[src/rtl/sc_rx_pkg.sv]
package sc_rx_pkg;

   localparam int FRAME_OVERHEAD = 2;   // start bit plus parity bit
   localparam int RATIO_CODES    = 4;

   typedef struct packed {
      logic [7:0] data;
      logic       par;
      logic       err;
   } rx_char_t;

   function automatic int max4(input int a, input int b, input int c, input int d);
      int m;
      m = a;
      if (b > m) m = b;
      if (c > m) m = c;
      if (d > m) m = d;
      return m;
   endfunction

endpackage

[src/rtl/sc_rx_sync.sv]
module sc_rx_sync #(
   parameter int STAGES = 2
) (
   input  logic clk,
   input  logic rst_n,
   input  logic tick,
   input  logic rx_in,
   output logic line_q,
   output logic fall
);

   if (STAGES < 2) begin : g_bad_stages
      $error("sc_rx_sync: STAGES must be at least 2");
   end

   logic [STAGES-1:0] chain;
   logic              line_d;

   for (genvar g = 0; g < STAGES; g++) begin : g_stage
      logic d_in;
      if (g == 0) begin : g_first
         assign d_in = rx_in;
      end else begin : g_next
         assign d_in = chain[g-1];
      end
      always_ff @(posedge clk or negedge rst_n) begin
         if (!rst_n)    chain[g] <= 1'b1;
         else if (tick) chain[g] <= d_in;
      end
   end

   always_ff @(posedge clk or negedge rst_n) begin
      if (!rst_n)    line_d <= 1'b1;
      else if (tick) line_d <= chain[STAGES-1];
   end

   assign line_q = chain[STAGES-1];
   assign fall   = line_d & ~line_q;

   a_r10_sync_holds: assert property (@(posedge clk) disable iff (!rst_n)
      !tick |=> $stable(line_q) && $stable(fall));

endmodule

[src/rtl/sc_rx_phase.sv]
module sc_rx_phase #(
   parameter int RATIO_0 = 32,
   parameter int RATIO_1 = 64,
   parameter int RATIO_2 = 372,
   parameter int RATIO_3 = 256,
   parameter int LIM_W   = 9
) (
   input  logic       clk,
   input  logic       rst_n,
   input  logic       tick,
   input  logic       run,
   input  logic       start,
   input  logic [1:0] ratio_sel,
   output logic       mid_pulse
);

   localparam int RATIOS [sc_rx_pkg::RATIO_CODES] = '{RATIO_0, RATIO_1, RATIO_2, RATIO_3};

   logic [LIM_W-1:0] lim_tab [sc_rx_pkg::RATIO_CODES];
   logic [LIM_W-1:0] lim_q;
   logic [LIM_W-1:0] half_m1;
   logic [LIM_W-1:0] phase;

   for (genvar g = 0; g < sc_rx_pkg::RATIO_CODES; g++) begin : g_lim
      if (RATIOS[g] < 4 || (RATIOS[g] % 2) != 0) begin : g_bad_ratio
         $error("sc_rx_phase: each ratio must be even and at least 4");
      end
      if (RATIOS[g] >= (1 << LIM_W)) begin : g_bad_width
         $error("sc_rx_phase: LIM_W too narrow for ratio");
      end
      assign lim_tab[g] = LIM_W'(RATIOS[g]);
   end

   // ratio is latched while idle, frozen for the whole frame
   always_ff @(posedge clk or negedge rst_n) begin
      if (!rst_n)   lim_q <= LIM_W'(RATIO_0);
      else if (!run) lim_q <= lim_tab[ratio_sel];
   end

   assign half_m1 = (lim_q >> 1) - LIM_W'(1);

   always_ff @(posedge clk or negedge rst_n) begin
      if (!rst_n) begin
         phase <= '0;
      end else if (start) begin
         phase <= '0;
      end else if (run && tick) begin
         if (phase == lim_q - LIM_W'(1)) phase <= '0;
         else                            phase <= phase + LIM_W'(1);
      end
   end

   assign mid_pulse = run && tick && (phase == half_m1);

   a_r2_phase_in_range: assert property (@(posedge clk) disable iff (!rst_n)
      run |-> (phase < lim_q));

   a_r9_ratio_frozen: assert property (@(posedge clk) disable iff (!rst_n)
      (run && $past(run)) |-> $stable(lim_q));

   a_r10_phase_holds: assert property (@(posedge clk) disable iff (!rst_n)
      !tick |=> $stable(phase));

endmodule

[src/rtl/sc_rx_frame.sv]
module sc_rx_frame #(
   parameter int DATA_W = 8
) (
   input  logic              clk,
   input  logic              rst_n,
   input  logic              start,
   input  logic              mid_pulse,
   input  logic              line_q,
   output logic              run,
   output logic [DATA_W-1:0] rx_byte,
   output logic              rx_par,
   output logic              par_err,
   output logic              byte_vld
);

   localparam int FRAME_BITS = DATA_W + sc_rx_pkg::FRAME_OVERHEAD;
   localparam int BI_W       = $clog2(FRAME_BITS);

   if (DATA_W != 8) begin : g_bad_width
      $error("sc_rx_frame: character format carries eight data bits");
   end

   logic [BI_W-1:0]   bit_idx;
   logic [DATA_W:0]   sh;
   logic [DATA_W:0]   sh_next;
   logic              last_bit;
   logic              false_start;
   sc_rx_pkg::rx_char_t out_q;

   assign sh_next     = {line_q, sh[DATA_W:1]};
   assign last_bit    = (bit_idx == BI_W'(FRAME_BITS - 1));
   assign false_start = (bit_idx == '0) && line_q;

   always_ff @(posedge clk or negedge rst_n) begin
      if (!rst_n) begin
         run      <= 1'b0;
         bit_idx  <= '0;
         sh       <= '0;
         out_q    <= '0;
         byte_vld <= 1'b0;
      end else begin
         byte_vld <= 1'b0;
         if (start) begin
            run     <= 1'b1;
            bit_idx <= '0;
         end else if (mid_pulse) begin
            if (false_start) begin
               run <= 1'b0;
            end else if (last_bit) begin
               run        <= 1'b0;
               out_q.data <= sh_next[DATA_W-1:0];
               out_q.par  <= line_q;
               out_q.err  <= ^sh_next;
               byte_vld   <= 1'b1;
            end else begin
               if (bit_idx != '0) sh <= sh_next;
               bit_idx <= bit_idx + BI_W'(1);
            end
         end
      end
   end

   assign rx_byte = out_q.data;
   assign rx_par  = out_q.par;
   assign par_err = out_q.err;

   a_r6_vld_single: assert property (@(posedge clk) disable iff (!rst_n)
      byte_vld |=> !byte_vld);

   a_r7_err_with_vld: assert property (@(posedge clk) disable iff (!rst_n)
      !$stable(par_err) |-> byte_vld);

   a_r5_bit_idx_bound: assert property (@(posedge clk) disable iff (!rst_n)
      bit_idx < BI_W'(FRAME_BITS));

   a_r8_false_start_idle: assert property (@(posedge clk) disable iff (!rst_n)
      (mid_pulse && !start && bit_idx == '0 && line_q) |=> (!run && !byte_vld));

endmodule

[src/rtl/sc_rx_sampler.sv]
module sc_rx_sampler #(
   parameter int DATA_W      = 8,
   parameter int SYNC_STAGES = 2,
   parameter int RATIO_0     = 32,
   parameter int RATIO_1     = 64,
   parameter int RATIO_2     = 372,
   parameter int RATIO_3     = 256
) (
   input  logic              clk,
   input  logic              rst_n,
   input  logic              tick,
   input  logic              rx_in,
   input  logic [1:0]        ratio_sel,
   output logic [DATA_W-1:0] rx_byte,
   output logic              rx_par,
   output logic              par_err,
   output logic              byte_vld
);

   localparam int MAX_R = sc_rx_pkg::max4(RATIO_0, RATIO_1, RATIO_2, RATIO_3);
   localparam int LIM_W = $clog2(MAX_R + 1);

   logic line_q;
   logic fall;
   logic run;
   logic start;
   logic mid_pulse;

   sc_rx_sync #(.STAGES(SYNC_STAGES)) u_sync (
      .clk    (clk),
      .rst_n  (rst_n),
      .tick   (tick),
      .rx_in  (rx_in),
      .line_q (line_q),
      .fall   (fall)
   );

   assign start = fall && tick && !run;

   sc_rx_phase #(
      .RATIO_0 (RATIO_0),
      .RATIO_1 (RATIO_1),
      .RATIO_2 (RATIO_2),
      .RATIO_3 (RATIO_3),
      .LIM_W   (LIM_W)
   ) u_phase (
      .clk       (clk),
      .rst_n     (rst_n),
      .tick      (tick),
      .run       (run),
      .start     (start),
      .ratio_sel (ratio_sel),
      .mid_pulse (mid_pulse)
   );

   sc_rx_frame #(.DATA_W(DATA_W)) u_frame (
      .clk       (clk),
      .rst_n     (rst_n),
      .start     (start),
      .mid_pulse (mid_pulse),
      .line_q    (line_q),
      .run       (run),
      .rx_byte   (rx_byte),
      .rx_par    (rx_par),
      .par_err   (par_err),
      .byte_vld  (byte_vld)
   );

   a_r7_parity_match: assert property (@(posedge clk) disable iff (!rst_n)
      byte_vld |-> (par_err == ^{rx_byte, rx_par}));

   a_r3_start_only_idle: assert property (@(posedge clk) disable iff (!rst_n)
      (run && $past(run) && !byte_vld) |-> !start);

endmodule

[config.mk]
export PLATFORM = sky130hd
export DESIGN_NAME = sc_rx_sampler
export DESIGN_NICKNAME = d
export VERILOG_FILES = /design/src/rtl/sc_rx_pkg.sv /design/src/rtl/sc_rx_sync.sv /design/src/rtl/sc_rx_phase.sv /design/src/rtl/sc_rx_frame.sv /design/src/rtl/sc_rx_sampler.sv
export SDC_FILE = /design/constraint.sdc
export NUM_CORES = 1
export LEC_CHECK = 0
export ABC_AREA = 1
export BUFFER_PORTS_ARGS = -buffer_cell sky130_fd_sc_hd__buf_4
export CORE_MARGIN = 4
export CORE_UTILIZATION = 60
export CTS_CLUSTER_SIZE = 40
export DETAILED_ROUTE_END_ITERATION = 7
export PLACE_DENSITY = 0.82
export SYNTH_ARGS = -nofsm -noshare
export SYNTH_HDL_FRONTEND = slang
export SYNTH_HIERARCHICAL = 1
export SYNTH_SLANG_ARGS = --single-unit
export TNS_END_PERCENT = 1
[constraint.sdc]
create_clock -name clk -period 2.7 [get_ports clk]
set_input_delay 0.27 -clock clk [delete_from_list [all_inputs] [get_ports clk]]
set_output_delay 0.27 -clock clk [all_outputs]
set_load 0.005 [all_outputs]
=== Yosys cells after proc, flatten, opt, wreduce, memory -nomap -nowiden ===
Index checks and enable logic that the tools add are counted.

* Bits in registers: 46
* Bits in latches: 0
* Memory bits (writable): 0
* ROM bits: 0
* Word-level logic and storage cells: 62
* Memories kept: 0

* $add $sub $neg: 4
* Multipliers: 0
* Divide/modulo/power cells: 0
* Magnitude comparators: 1
* Equality and inequality tests: 5
* Shift-type cells: 0
* Multiplexer cells: 18
* Bitwise logic cells: 6
* Reductions and logical operators: 16

{| class="wikitable"
|+ Operators by type and width
! cell !! number
|-
| $mux 9 || 5
|-
| $bmux 9 s2 || 1
|-
| $eq 9x9->1 || 2
|-
| $mux 4 || 4
|-
| $add 9x1->9 const B || 1
|-
| $reduce_xor 9->1 || 1
|-
| $sub 8x1->9 const B || 1
|-
| $sub 9x1->9 const B || 1
|-
| $mux 1 || 8
|-
| $logic_and 1x1->1 || 5
|-
| $reduce_and 5->1 || 1
|-
| $add 4x1->4 const B || 1
|-
| $eq 4x4->1 const B || 1
|-
| $logic_not 4->1 || 1
|-
| $ne 2x2->1 const B || 2
|-
| $not 1->1 || 4
|-
| $reduce_and 4->1 || 1
|-
| $reduce_bool 2->1 || 2
|-
| $reduce_bool 4->1 || 1
|-
| $ge 3x3->1 const B || 1
|-
| $not 2->3 || 1
|-
| $reduce_and 3->1 || 1
|-
| $reduce_bool 3->1 || 1
|-
| $reduce_and 2->1 || 1
|-
| other kinds (2) || 2
|}

=== Logic depth before layout (Yosys ltp) ===
* Depth after elaboration: 6
* Gate-level depth with buffers: 15
* Mapped depth without buffers: 14

=== Hierarchy ===
The synthesis kept the hierarchy.

{| class="wikitable"
|+ Modules (own cells, without submodules)
! module !! times used !! cells an instance !! area each (um2) !! sequential area each (um2)
|-
| sc_rx_frame || 1 || 136 || 1158.6 || 600.6
|-
| sc_rx_phase || 1 || 146 || 1018.5 || 326.6
|-
| sc_rx_sync || 1 || 15 || 123.9 || 78.8
|-
| sc_rx_sampler || 1 || 2 || 10.0 || 0.0
|}

=== Worst setup path after synthesis ===
OpenSTA, ideal clock, no wires.

* Path kind: register to register
* From: register u_phase.lim_q[5]
* To: register u_frame.sh[3]
* Setup time: 122 ps
* Data arrival time: 2175 ps
* Data required time: 2578 ps
* Slack: 403 ps
* Cell stages (with the launch flop): 14
* Path buffers: 1
* Clock period less this slack: 2297 ps
* Cell sequence: dfstp_2 > inv_1 > ha_1 > xor2_1 > nand2_1 > nor4_1 > nand3b_1 > nor2_1 > inv_1 > nor2_1 > nand3_2 > a21oi_4 > buf_6 > o21ai_1

* Longest elaborated chain between the ends: 4

{| class="wikitable"
|+ Ends and longest elaborated chain
! item !! line !! source
|-
| start, declared || sc_rx_phase.sv:20 || <nowiki>logic [LIM_W-1:0] lim_q;</nowiki>
|-
| start signal, assigned || sc_rx_phase.sv:36 || <nowiki>if (!rst_n) lim_q <= LIM_W'(RATIO_0);</nowiki>
|-
| start signal, assigned || sc_rx_phase.sv:37 || <nowiki>else if (!run) lim_q <= lim_tab[ratio_sel];</nowiki>
|-
| $sub 8x1->9 || sc_rx_phase.sv:40 || <nowiki>assign half_m1 = (lim_q >> 1) - LIM_W'(1);</nowiki>
|-
| $eq 9x9->1 || sc_rx_phase.sv:53 || <nowiki>assign mid_pulse = run && tick && (phase == half_m1);</nowiki>
|-
| $logic_and 1x1->1 || sc_rx_phase.sv:53 ||
|-
| via mid_pulse || sc_rx_sampler.sv:27 || <nowiki>logic mid_pulse;</nowiki>
|-
| $reduce_and 5->1 (no source line) || -- ||
|-
| end signal, assigned || sc_rx_frame.sv:56 || <nowiki>if (bit_idx != '0) sh <= sh_next;</nowiki>
|-
| end, declared || sc_rx_frame.sv:24 || <nowiki>logic [DATA_W:0] sh;</nowiki>
|}

The timed path passes the listed nets, and every way through them passes these cells.
A chain may end at the register's enable or synchronous reset.

=== Worst setup path after layout ===
* From: register u_phase.lim_q[5]
* To: register u_frame.sh[5]

The elaborated chain is that of the path after synthesis.

==> results.json <==
{
  "worstPathArrival_ns": 2.65,
  "critPathLaunch": "u_phase/lim_q[5]",
  "synth_top_area_share_pct": 39.0,
  "root_buffer": "clkbuf_8",
  "clock_skew_ns": 0.00574,
  "cp-start-kind": "flip-flop",
  "synth_area_leaders": "dfrtp_1, nand2_1, inv_1",
  "grt_overflow": 0,
  "wl_met3_um": 154,
  "syn_to_final_growth_pct": 12.6,
  "wl_per_cell_um": 12.0,
  "cts_tree": "built",
  "numPlacedInstances": 361,
  "drc": 0,
  "cts_made_buffers": 5,
  "grt_pass1_wl_um": 8160,
  "gp_routability_congestion": 0.923,
  "relSlewSlack_pct": 66.8,
  "drtPass1Iterations": 4,
  "highest_layer": "met4",
  "diodes": 0,
  "fin_cells": 372,
  "clockBufferDepth": 2,
  "finalHoldViolCount": 0,
  "crit_fanout": 8,
  "grt_setup_unrepaired": "no",
  "max_freq_ghz": 0.411,
  "grt_antenna_before_repair": 0,
  "routed_wl_um": 4480,
  "synth_nets": 313,
  "avgSynthCellArea_sq_um": 7.73,
  "nets": 338,
  "r2r_start": "u_phase/lim_q[5]",
  "hold_path_class": "in -> reg",
  "tightest_slew_ns": 0.498,
  "critPathRequiredTime_ns": 2.91,
  "dr_total_vias": 1935,
  "ys_warn_count": 6,
  "die_area_sq_mm": 0.00491,
  "yosysUniqueCellTypes": 30,
  "power_density_mw_per_mm2": 880,
  "critPathKind": "reg -> reg",
  "grt_max_degree": 41,
  "drv_cap": 0,
  "p_leak_nw": 1.34,
  "clock_latency_ns": 0.29,
  "regToRegSetupSlack_ns": 0.27,
  "final_common_cell": "nand2_1",
  "ys_seq_area_share_pct": 43.5,
  "finalCritPeriodShare_pct": 90.1,
  "first_iter_violations": 131,
  "portBuffers": 16,
  "hpwl_um": 3270,
  "start_util_pct": 62.7,
  "finalSetupViolCount": 0,
  "status": "complete, no violations",
  "routed_via_density": 5.20,
  "coreArea_sq_mm": 0.00369,
  "synthAdderAreaFrac_pct": 4.33,
  "totalNegativeSetupSlack_ns": 0,
  "path_clk_slew_ns": 0.07,
  "period_needed_ns": 2.43,
  "dieHeight_um": 70.1,
  "worstSetupEndpointType": "flip-flop",
  "synth-compound-area-share_pct": 9.58,
  "hp-start": "rx_in",
  "ir_drop_mv": 0.447,
  "final_cell_mix": "nand2_1, inv_1, dfrtp_1",
  "drtAntennaViolNets": 0,
  "grt_pass1_vias": 1936,
  "synth_xor_area_share_pct": 3.79,
  "synth_cells": 299,
  "globalRouteTotalUtil_pct": 20.2,
  "met2WireLength_um": 2280,
  "syn_area_sq_mm": 0.00231,
  "htree_num_levels": 2,
  "slew_violations": 0,
  "yosys.area_share.simple_pct": 30.4,
  "synth_mux_area_share_pct": 0,
  "drive_gt1_share_pct": 19.1,
  "ios": 17,
  "rows": 22,
  "clock-sinks": 40,
  "synth_seq_cells": 40,
  "die_x_um": 70.1,
  "synth_top_family_by_area": "simple AND/OR/NAND/NOR gates",
  "synth.largest_area_cell": "dfrtp_1",
  "drt-met1-wl_um": 1960
}
[final timing paths]
check / endpoint / depth (start not counted)
worst min-delay path: u_sync/g_stage[1].d_in / 3
worst min register to register: u_sync/g_stage[1].d_in / 2
min in group asynchronous: u_frame/bit_idx[0] / 2
worst max-delay path: u_frame/sh[5] / 14
max in group asynchronous: u_phase/lim_q[5] / 2
worst max register to register: u_frame/sh[5] / 14
[cells in the mapped netlist, drive strengths merged]
cell type and n:
nand2 95, inv 45, dfrtp 36, o21ai 29
nand3 27, nor2 21, a21oi 10, xor2 9
ha 8, nand4 6, dfstp 4, buf 2
clkbuf 2, nand3b 1, nor3 1, nor4 1
o31ai 1, xnor2 1
[cell type report]
class	instances	area [sq um]
Multi-Input combinational cell	210	1120
Tap cell	48	60.1
Clock inverter	1	5.00
Sequential cell	40	1010
Clock buffer	6	72.6
Fill cell	307	1090
Timing Repair Buffer	22	168
Inverter	45	169
[registers in the layout, summed over array words and instances (netlist names)]
register / flops
u_frame/sh: 8
u_sync/g_stage.d_in: 1
u_frame/rx_byte: 8
u_frame/bit_idx: 4
u_phase/phase: 9
u_frame/run: 1
u_frame/rx_par: 1
u_phase/lim_q: 4
u_frame/byte_vld: 1
u_sync/line_d: 1
u_frame/par_err: 1
u_sync/line_q: 1
[metal layers]
layer / vias up / global-route usage (%)
li1: 991 / -
met1: 897 / 25.0
met2: 36 / 34.1
met3: 11 / 4.60
met4: 0 / 8.30
met5: - / 0
[worst max-delay path, stage by stage, from the launching register on]
cell	delay [ns]
dfstp_2	0.53
inv_1	0.06
ha_1	0.32
xor2_1	0.15
nand2_1	0.08
nor4_2	0.14
nand3b_1	0.14
nor2_2	0.14
inv_1	0.06
nor2_2	0.14
nand3_2	0.11
a21oi_4	0.15
buf_4	0.19
nand2_1	0.05
o21ai_1	0.08
[what timing repair did]
action,CTS,global route
cloned,0,0
setup endpoints to repair,1,9
hold buffers,1,0
endpoints found under the hold margin,36,0
gates resized for setup,0,3
buffers inserted,3,0
[power breakdown]
part	internal, mW	switching (mW)
clock network	0.176	0.194
registers	0.754	0.188
logic	0.349	0.629
[stage by stage]
step           hold WS, ns  worst slack (ns)  instance area [sq um]  power [mW]  utilization (%)
4_1_cts              0.174             0.144                   2590        2.28             70.3
3_3_place_gp         0.268             0.231                   2480        1.87             67.3
2_1_floorplan      -0.0256             0.403                   2310        1.69                -
6_report             0.181             0.267                   2600        2.29             70.6
3_5_place_dp         0.272            0.0837                   2480        1.90             67.3
5_1_grt              0.199            0.0400                   2600        2.50             70.6
[cells by family (layout without fill, tap and decap cells)]
logic type | Yosys count | count (layout)
AO/OA/AOI/OAI | 40 | 40
XOR/XNOR | 10 | 10
adder cells (fa/ha/maj) | 8 | 8
buffers and inverters | 49 | 74
flip-flops | 40 | 40
AND/OR/NAND/NOR | 152 | 152
Power figures use the tool's default switching activity.
